$ cat config.mk
export PLATFORM = sky130hd
export DESIGN_NAME = rpt_pc_ctrl
export DESIGN_NICKNAME = d
export VERILOG_FILES = /design/src/rtl/rpt_pkg.sv /design/src/rtl/rpt_regs.sv /design/src/rtl/rpt_match.sv /design/src/rtl/pc_step.sv /design/src/rtl/rpt_pc_ctrl.sv
export SDC_FILE = /design/constraint.sdc
export NUM_CORES = 1
export LEC_CHECK = 0
export ABC_AREA = 1
export BUFFER_PORTS_ARGS = -buffer_cell sky130_fd_sc_hd__buf_2
export CORE_MARGIN = 1.5
export CORE_UTILIZATION = 50
export DETAILED_ROUTE_END_ITERATION = 16
export GPL_TIMING_DRIVEN = 0
export PLACE_DENSITY = 0.75
export SLEW_MARGIN = 40
export SYNTH_ARGS = -nofsm -noshare
export SYNTH_HDL_FRONTEND = slang
export SYNTH_HIERARCHICAL = 1
export SYNTH_SLANG_ARGS = --single-unit
$ cat constraint.sdc
create_clock -name clk -period 8.7 [get_ports clk]
set_clock_uncertainty 0.15 [all_clocks]
set_input_delay 0.87 -clock clk [delete_from_list [all_inputs] [get_ports clk]]
set_output_delay 0.87 -clock clk [all_outputs]
set_load 0.02 [all_outputs]
$ cat src/rtl/rpt_pkg.sv
package rpt_pkg;
  // Outcome of the repeat stage for one completed word
  typedef enum logic [1:0] {
    RPT_NONE = 2'd0,  // loop did not fire
    RPT_LOOP = 2'd1,  // jump back to the loop start
    RPT_EXIT = 2'd2   // last iteration, fall through
  } rpt_act_e;
endpackage

$ cat src/rtl/rpt_regs.sv
module rpt_regs
  import rpt_pkg::*;
#(
  parameter int PC_W  = 16,
  parameter int CNT_W = 16
) (
  input  logic             clk,
  input  logic             rst,
  input  logic             cfg_load,
  input  logic [PC_W-1:0]  cfg_start,
  input  logic [PC_W-1:0]  cfg_end,
  input  logic [CNT_W-1:0] cfg_count,
  input  logic             word_done,
  input  rpt_act_e         act,
  input  logic [CNT_W-1:0] cnt_dec,
  output logic [PC_W-1:0]  start_q,
  output logic [PC_W-1:0]  end_q,
  output logic [CNT_W-1:0] cnt_q,
  output logic             active_q
);
  // Reset first, then a configuration write, then the loop bookkeeping
  always_ff @(posedge clk) begin
    if (rst) begin
      start_q  <= '0;
      end_q    <= '0;
      cnt_q    <= '0;
      active_q <= 1'b0;
    end else if (cfg_load) begin
      start_q  <= cfg_start;
      end_q    <= cfg_end;
      cnt_q    <= cfg_count;
      active_q <= (cfg_count != '0);
    end else if (word_done && (act != RPT_NONE)) begin
      cnt_q <= cnt_dec;
      if (act == RPT_EXIT) active_q <= 1'b0;
    end
  end
endmodule

$ cat src/rtl/rpt_match.sv
module rpt_match
  import rpt_pkg::*;
#(
  parameter int PC_W  = 16,
  parameter int CNT_W = 16
) (
  input  logic             active_q,
  input  logic [PC_W-1:0]  start_q,
  input  logic [PC_W-1:0]  end_q,
  input  logic [CNT_W-1:0] cnt_q,
  input  logic [PC_W-1:0]  pc_after,
  output rpt_act_e         act,
  output logic [CNT_W-1:0] cnt_dec,
  output logic [PC_W-1:0]  pc_mid
);
  localparam logic [CNT_W-1:0] ONE = CNT_W'(1);

  logic at_end;

  always_comb begin
    at_end  = active_q && (pc_after == end_q);
    cnt_dec = cnt_q - ONE;
    act     = RPT_NONE;
    if (at_end) act = (cnt_dec == '0) ? RPT_EXIT : RPT_LOOP;
    pc_mid  = (act == RPT_LOOP) ? start_q : pc_after;
  end
endmodule

$ cat src/rtl/pc_step.sv
module pc_step #(
  parameter int PC_W = 16
) (
  input  logic            clk,
  input  logic            rst,
  input  logic [PC_W-1:0] reset_vec,
  input  logic            word_done,
  input  logic [PC_W-1:0] pc_before,
  input  logic [PC_W-1:0] pc_mid,
  output logic [PC_W-1:0] next_pc
);
  localparam logic [PC_W-1:0] STEP = PC_W'(1);

  logic [PC_W-1:0] pc_fin;

  // An unchanged PC advances by one word
  always_comb pc_fin = (pc_mid == pc_before) ? pc_mid + STEP : pc_mid;

  always_ff @(posedge clk) begin
    if (rst)            next_pc <= reset_vec;
    else if (word_done) next_pc <= pc_fin;
  end
endmodule

$ cat src/rtl/rpt_pc_ctrl.sv
module rpt_pc_ctrl
  import rpt_pkg::*;
#(
  parameter int PC_W  = 16,
  parameter int CNT_W = 16
) (
  input  logic             clk,
  input  logic             rst,
  input  logic [PC_W-1:0]  reset_vec,
  input  logic             cfg_load,
  input  logic [PC_W-1:0]  cfg_start,
  input  logic [PC_W-1:0]  cfg_end,
  input  logic [CNT_W-1:0] cfg_count,
  input  logic             word_done,
  input  logic [PC_W-1:0]  pc_before,
  input  logic [PC_W-1:0]  pc_after,
  output logic [PC_W-1:0]  next_pc,
  output logic             rpt_active
);
  logic [PC_W-1:0]  start_q, end_q, pc_mid;
  logic [CNT_W-1:0] cnt_q, cnt_dec;
  rpt_act_e         act;

  rpt_regs #(.PC_W(PC_W), .CNT_W(CNT_W)) u_regs (
    .clk(clk), .rst(rst), .cfg_load(cfg_load), .cfg_start(cfg_start),
    .cfg_end(cfg_end), .cfg_count(cfg_count), .word_done(word_done),
    .act(act), .cnt_dec(cnt_dec), .start_q(start_q), .end_q(end_q),
    .cnt_q(cnt_q), .active_q(rpt_active)
  );

  rpt_match #(.PC_W(PC_W), .CNT_W(CNT_W)) u_match (
    .active_q(rpt_active), .start_q(start_q), .end_q(end_q), .cnt_q(cnt_q),
    .pc_after(pc_after), .act(act), .cnt_dec(cnt_dec), .pc_mid(pc_mid)
  );

  pc_step #(.PC_W(PC_W)) u_step (
    .clk(clk), .rst(rst), .reset_vec(reset_vec), .word_done(word_done),
    .pc_before(pc_before), .pc_mid(pc_mid), .next_pc(next_pc)
  );
endmodule

==> results of run 1 <==
-- synthesized netlist by cell type --
master / count / area (um2)
or2_2: 1 / 6.26
o21ai_0: 39 / 195
buf_6: 9 / 101
buf_4: 4 / 30.0
a22o_1: 2 / 17.5
inv_1: 77 / 289
nand2_2: 13 / 81.3
nor2_1: 153 / 574
o22ai_1: 4 / 25.0
nand2_1: 279 / 1050
xor2_1: 10 / 87.6
edfxtp_1: 16 / 480
clkbuf_2: 3 / 15.0
nand3_1: 60 / 300
buf_2: 6 / 30.0
o21ai_1: 17 / 85.1
clkinv_1: 1 / 3.75
clkbuf_1: 5 / 18.8
nand4_1: 8 / 50.1
nand3b_1: 2 / 15.0
nor2_8: 2 / 40.0
nor3_2: 1 / 10.0
xnor2_1: 2 / 17.5
o21ai_2: 1 / 8.76
dfxtp_1: 49 / 981
nor2_4: 5 / 56.3
nor3_1: 3 / 15.0
nand3_4: 1 / 17.5
a21oi_1: 2 / 10.0
nand2_4: 4 / 45.0
nor2_2: 4 / 25.0
nor4_1: 2 / 12.5
ha_1: 3 / 37.5
o21a_1: 1 / 7.51
inv_4: 1 / 6.26
a211oi_1: 1 / 7.51
buf_12: 1 / 20.0
nand3_2: 1 / 10.0
inv_2: 11 / 41.3
-- worst register-to-register path, cell delays in order, from the launching register on --
cell	delay (ns)
dfxtp_1	0.33
inv_1	0.15
ha_1	0.26
nand3_1	0.20
nor2_1	0.13
nor2_1	0.05
nor2_1	0.16
nand2_2	0.09
nor2_4	0.10
nand3_4	0.15
nand2_4	0.15
buf_12	0.15
nand2_2	0.04
nand2_1	0.20
inv_2	0.08
nand2_1	0.06
nand2_1	0.05
nor2_1	0.09
nand2_1	0.08
nor2_4	0.22
nand2_4	0.11
buf_6	0.15
nand2_1	0.05
nand2_1	0.08
nand2_1	0.06
nand2_1	0.04
-- per-stage QoR --
stage	area, um2	util [%]
final	5780	62.3
after global routing	5780	62.3
after CTS	5780	62.3
after detailed placement	5560	59.9
after global placement	5560	59.9
after floorplan	4820	-
-- routing by layer --
layer	global-route usage (%)	wire, um	vias to the layer above
met5	0	0	-
met4	10.1	342	0
met3	3.52	740	24
met2	44.4	5910	177
met1	35.3	5920	2300
li1	-	-	2751
-- path summary, 6_finish.rpt --
check,from,to,depth (start not counted)
min reg2reg,u_regs/start_q[1],u_regs/start_q[1],2
max,u_regs/cnt_q[0],u_step/next_pc[8],25
min,u_regs/start_q[1],u_regs/start_q[1],2
max reg2reg,u_regs/cnt_q[0],u_step/next_pc[8],25
-- final cells by class --
type	instances	area, um2	area share, %
Multi-Input combinational cell	621	2810	48.5
Sequential cell	65	1460	25.3
Timing Repair Buffer	116	581	10.0
Inverter	90	340	5.89
Buffer	28	215	3.72
Tap cell	129	161	2.79
Clock buffer	11	153	2.64
Clock inverter	5	62.6	1.08
-- flip-flops by register name (all words and copies together), names as in the netlist --
register and cells:
u_regs/cnt_q 16, u_regs/end_q 16, u_step/next_pc 16, u_regs/start_q 16
u_regs/active_q 1
-- placed cells by master, fill, tap and decap left out, types with 5 or more instances in the layout --
cell type    n
buf_2      122
buf_6        9
clkbuf_1     6
clkbuf_8     9
dfxtp_1     49
edfxtp_1    16
inv_1       77
inv_2       11
nand2_1    279
nand2_2     13
nand3_1     60
nand4_1      8
nor2_1     153
nor2_4       5
o21ai_0     39
o21ai_1     17
xor2_1      10
-- power breakdown --
| part | internal, uW | total (uW) | switching, uW |
|---|---|---|---|
| clock network | 151 | 275 | 124 |
| registers | 335 | 351 | 15.8 |
| logic | 77.3 | 207 | 129 |
-- cells by family after synthesis --
family	after synthesis	share of synthesized area, %
AND/OR/NAND/NOR	539	47.8
adder cells (fa/ha/maj)	3	0.778
XOR/XNOR	12	2.18
flip-flops	65	30.3
buffers and inverters	118	11.5
AO/OA/AOI/OAI	67	7.40
==> results_dict.tcl, run 1 <==
set metrics [dict create \
    outcome "finished, final reports clean" \
    cap_violations 0 \
    grt_pass1_wl_mm 21.3 \
    ys_seq_area_share_pct 30.3 \
    grt_overflow 0 \
    cts_tree "done" \
    setup_viol 0 \
    netlist_instances 804 \
    drc 0 \
    gp_congestion 0.930 \
    clock_path_buffers 2 \
    die_x_um 101 \
    clk_pin_slew_worst_paths_ns 0.08 \
    nets 1034 \
    antenna_cells 0 \
    worstSkewPairLatency_ns 0.34 \
    syn_nets 907 \
    wl_per_cell_um 12.1 \
    grt_usage_pct 26.6 \
    crit_top_cell "nand2_1" \
    maxSlewHeadroom_pct 68.2 \
    dp_slack_ns 4.75 \
    portBuffers 116 \
    rows 35 \
    core_um2 9280 \
    finalHoldViolations 0 \
    rsz0062_at_grt "false" \
    dieArea_um2 10200 \
    path_class "reg2reg" \
    fill_cells 984 \
    synthDistinctLibCells 39 \
    period_needed_ns 3.64 \
    p_per_area_nw_per_um2 144 \
    total_power_uw 833 \
    top_level_ports 117 \
    dpl.hpwl_mm 10.5 \
    initial_utilization_pct 51.9 \
    cpPeakStageDelay_ns 0.33 \
    final_cells 1065 \
    grt_max_degree 17 \
    cp_data_required_time_ns 8.66 \
    dr.first_iter.drc_count 297 \
    worst_slew_pin_slew_ns 0.477 \
    vdd_drop_max_v 0.000113 \
    clock_sinks 65 \
    min_path_type "reg2reg" \
    drtPass1Iterations 5 \
    path_buf_inv 4 \
    path_max_fanout 10 \
    cts_resized 0 \
    drtAntennaViolNets 0 \
    setup_tns_ns 0 \
    endpoint_kind "flip-flop" \
    area_delta_synth_final_pct 19.8 \
    critPathTopFamily "simple AND/OR/NAND/NOR gates" \
    ys_warn_count 6 \
    cts.root.buffer_cell "clkbuf_8" \
    vias 5252 \
    ys_ff_latch 65 \
    slew_violations 0 \
    ctsHoldBuffers 0 \
    htreeDepth 3 \
    antenna_found_initial 0 \
    die_y_um 101 \
    start_kind "flip-flop" \
    routed_wl_mm 12.9 \
    drive_gt1_share_pct 21.3 \
    viasPerCell 4.93 \
    placed_cells 1049 \
    layout_setup_ws_ns 5.06 \
    power_leakage_uw 0.00318 \
    numCtsBuffers 9 \
    arrival_ns 3.60 \
    timing.fmax_ghz 0.275 \
    critPathSlowestCell "dfxtp_1" \
    fin_hold_ws_ns 0.361 \
    grt_pass1_vias 4720 \
    finalCritPeriodShare_pct 41.9 \
    synth_area_um2 4820 \
    cts_setup_buffers 0 \
    syn_avg_cell_area_um2 6.00 \
    reg2reg_slack_ns 5.06 \
]
Note: power is estimated with default switching activity, not from simulation.
==> inputs of run 2 (changes only) <==
Settings changed: CORE_UTILIZATION 50 to 49, PLACE_DENSITY 0.75 to 0.77.
Clock period 8.7 ns to 3.25 ns, I/O delays scaled along.
==> run 2 against run 1 <==
The flow now finishes with violations (setup timing). Clock power grew to 3.0 times the previous value. Routed wire length is 8.9% higher. Sequential power grew to 2.7 times the previous value. Final area is 8.8% higher. Global-route usage is 0.44 points lower. Combinational power grew to 2.9 times the previous value. Count of clock-buffer cells in the layout stayed put. Critical path type unchanged. Largest power group unchanged.
==> results_dict.tcl, run 2 (synthesis gave the netlist of run 1 again) <==
set metrics [dict create \
    outcome "finished with violations" \
    violations "setup timing" \
    ff2ff_path_depth 27 \
    dp_slack_ns -0.441 \
    initial_utilization_pct 50.0 \
    multiInputGateArea_um2 3070 \
    numCtsBuffers 9 \
    min_path_type "in2reg" \
    clock_path_buffers 2 \
    area_delta_synth_final_pct 30.4 \
    timing.fmax_ghz 0.303 \
    wl_per_cell_um 12.9 \
    ctsHoldBuffers 0 \
    core_um2 9640 \
    vdd_drop_max_v 0.000274 \
    dr.first_iter.drc_count 336 \
    area.sequential_um2 1470 \
    critPathTopFamily "simple AND/OR/NAND/NOR gates" \
    whs_endpoint "u_regs/start_q[4]" \
    setup_viol 8 \
    grt_overflow 0 \
    r2r_end "u_step/next_pc[8]" \
    start_kind "flip-flop" \
    htreeDepth 3 \
    drtPass1Iterations 5 \
    drive_gt1_share_pct 29.5 \
    period_needed_ns 3.31 \
    viasPerCell 5.05 \
    grt_usage_pct 26.2 \
    finalCritPeriodShare_pct 102 \
    routed_wl_mm 14.1 \
    grt_pass1_vias 4774 \
    clock_sinks 65 \
    path_max_fanout 8 \
    grt_max_degree 17 \
    maxSlewHeadroom_pct 68.1 \
    path_class "reg2reg" \
    grt_pass1_wl_mm 21.4 \
    finalHoldViolations 0 \
    crit_top_cell "nand2_1" \
    gp_congestion 0.962 \
    fin_hold_ws_ns 0.0443 \
    top_level_ports 117 \
    critPathSlowestCell "dfxtp_4" \
    power_leakage_uw 0.00333 \
    die_x_um 102 \
    fill_cells 960 \
    cts_tree "done" \
    slew_violations 0 \
    layout_commonest_cell "nand2_1" \
    p_per_area_nw_per_um2 380 \
    antenna_cells 0 \
    rsz0062_at_grt "true" \
    endpoint_kind "flip-flop" \
    clk_pin_slew_worst_paths_ns 0.08 \
    total_power_uw 2390 \
    cts.root.buffer_cell "clkbuf_8" \
    worstHoldPathCells 3 \
    timing.rr.start "u_regs/cnt_q[1]" \
    worst_slew_pin_slew_ns 0.479 \
    antenna_found_initial 0 \
    nets 1052 \
    vias 5488 \
    drc 0 \
    layout_setup_ws_ns -0.0556 \
    rows 36 \
    cap_violations 0 \
    portBuffers 116 \
    cpPeakStageDelay_ns 0.37 \
    worstSkewPairLatency_ns 0.35 \
    die_y_um 102 \
    cp_data_required_time_ns 3.21 \
    path_buf_inv 5 \
    arrival_ns 3.26 \
    final_cell_mix "253 x nand2_1, 139 x nor2_1, 121 x buf_2, 69 x inv_1, 52 x nand3_1" \
    dpl.hpwl_mm 10.4 \
    reg2reg_slack_ns -0.06 \
    dieArea_um2 10400 \
    drtAntennaViolNets 0 \
    hold_start "cfg_start[4]" \
]
-- run 2: changes by cell type in the layout (fill, tap and decap cells not counted), sizes merged --
cell / previous run / this run
clkbuf: 19 / 21
buf: 136 / 151
clkinvlp: 2 / 1
bufinv: 1 / 2
nand2: 296 / 297
-- run 2: tightest hold or removal path: stages --
cell and delay [ns]:
buf_2 0.07, nor2_1 0.03, nor2_1 0.08
-- run 2: power breakdown --
group	internal (uW)	leakage, uW	switching [uW]	total, uW
logic	233	0.00263	376	609
registers	898	0.000574	47.4	946
clock network	502	0.000121	336	838
-- run 2: metal layers --
metal / part of all wire (%) / vias to the layer above / track usage, %
li1: - / 2801 / -
met1: 42 / 2433 / 32.2
met2: 48 / 216 / 45.5
met3: 6.4 / 38 / 4.24
met4: 3.4 / 0 / 10.9
met5: 0 / - / 0
-- run 2: cell type report --
cell class	instances	share of cell area, %
Inverter	90	5.49
Buffer	28	3.70
Sequential cell	65	23.4
Timing Repair Buffer	133	12.1
Multi-Input combinational cell	622	48.8
Tap cell	133	2.65
Clock inverter	5	1.35
Clock buffer	11	2.59
-- run 2: metrics by stage --
stage               instance area (um2)  utilization [%]  TNS, ns  cells
floorplan                          4820                -        0    804
global placement                   5570             57.8    -5.19   1053
detailed placement                 5570             57.8    -5.89   1053
CTS                                5930             61.6        0   1074
global route                       6290             65.3    -3.05   1087
finish                             6290             65.3   -0.249   1087
-- run 2: repair_timing --
item / 4_1_cts / 5_1_grt
buffers inserted: 5 / 10
cloned: 0 / 3
pin swaps: 3 / 13
endpoints found under the setup margin: 16 / 16
gates resized for setup: 21 / 69
-- run 2: worst max path at each step --
stage                               start                  to  cells after the start  slack (ns)
after detailed placement  u_regs/cnt_q[0]  u_step/next_pc[13]                     23       -0.44
after global placement    u_regs/cnt_q[0]  u_step/next_pc[13]                     23       -0.38
after CTS                 u_regs/cnt_q[1]   u_step/next_pc[8]                     26      0.0008
after floorplan           u_regs/cnt_q[0]   u_step/next_pc[8]                     25        0.14
final                     u_regs/cnt_q[1]   u_step/next_pc[8]                     27       -0.06
after global routing      u_regs/cnt_q[4]   u_step/next_pc[8]                     24       -0.24
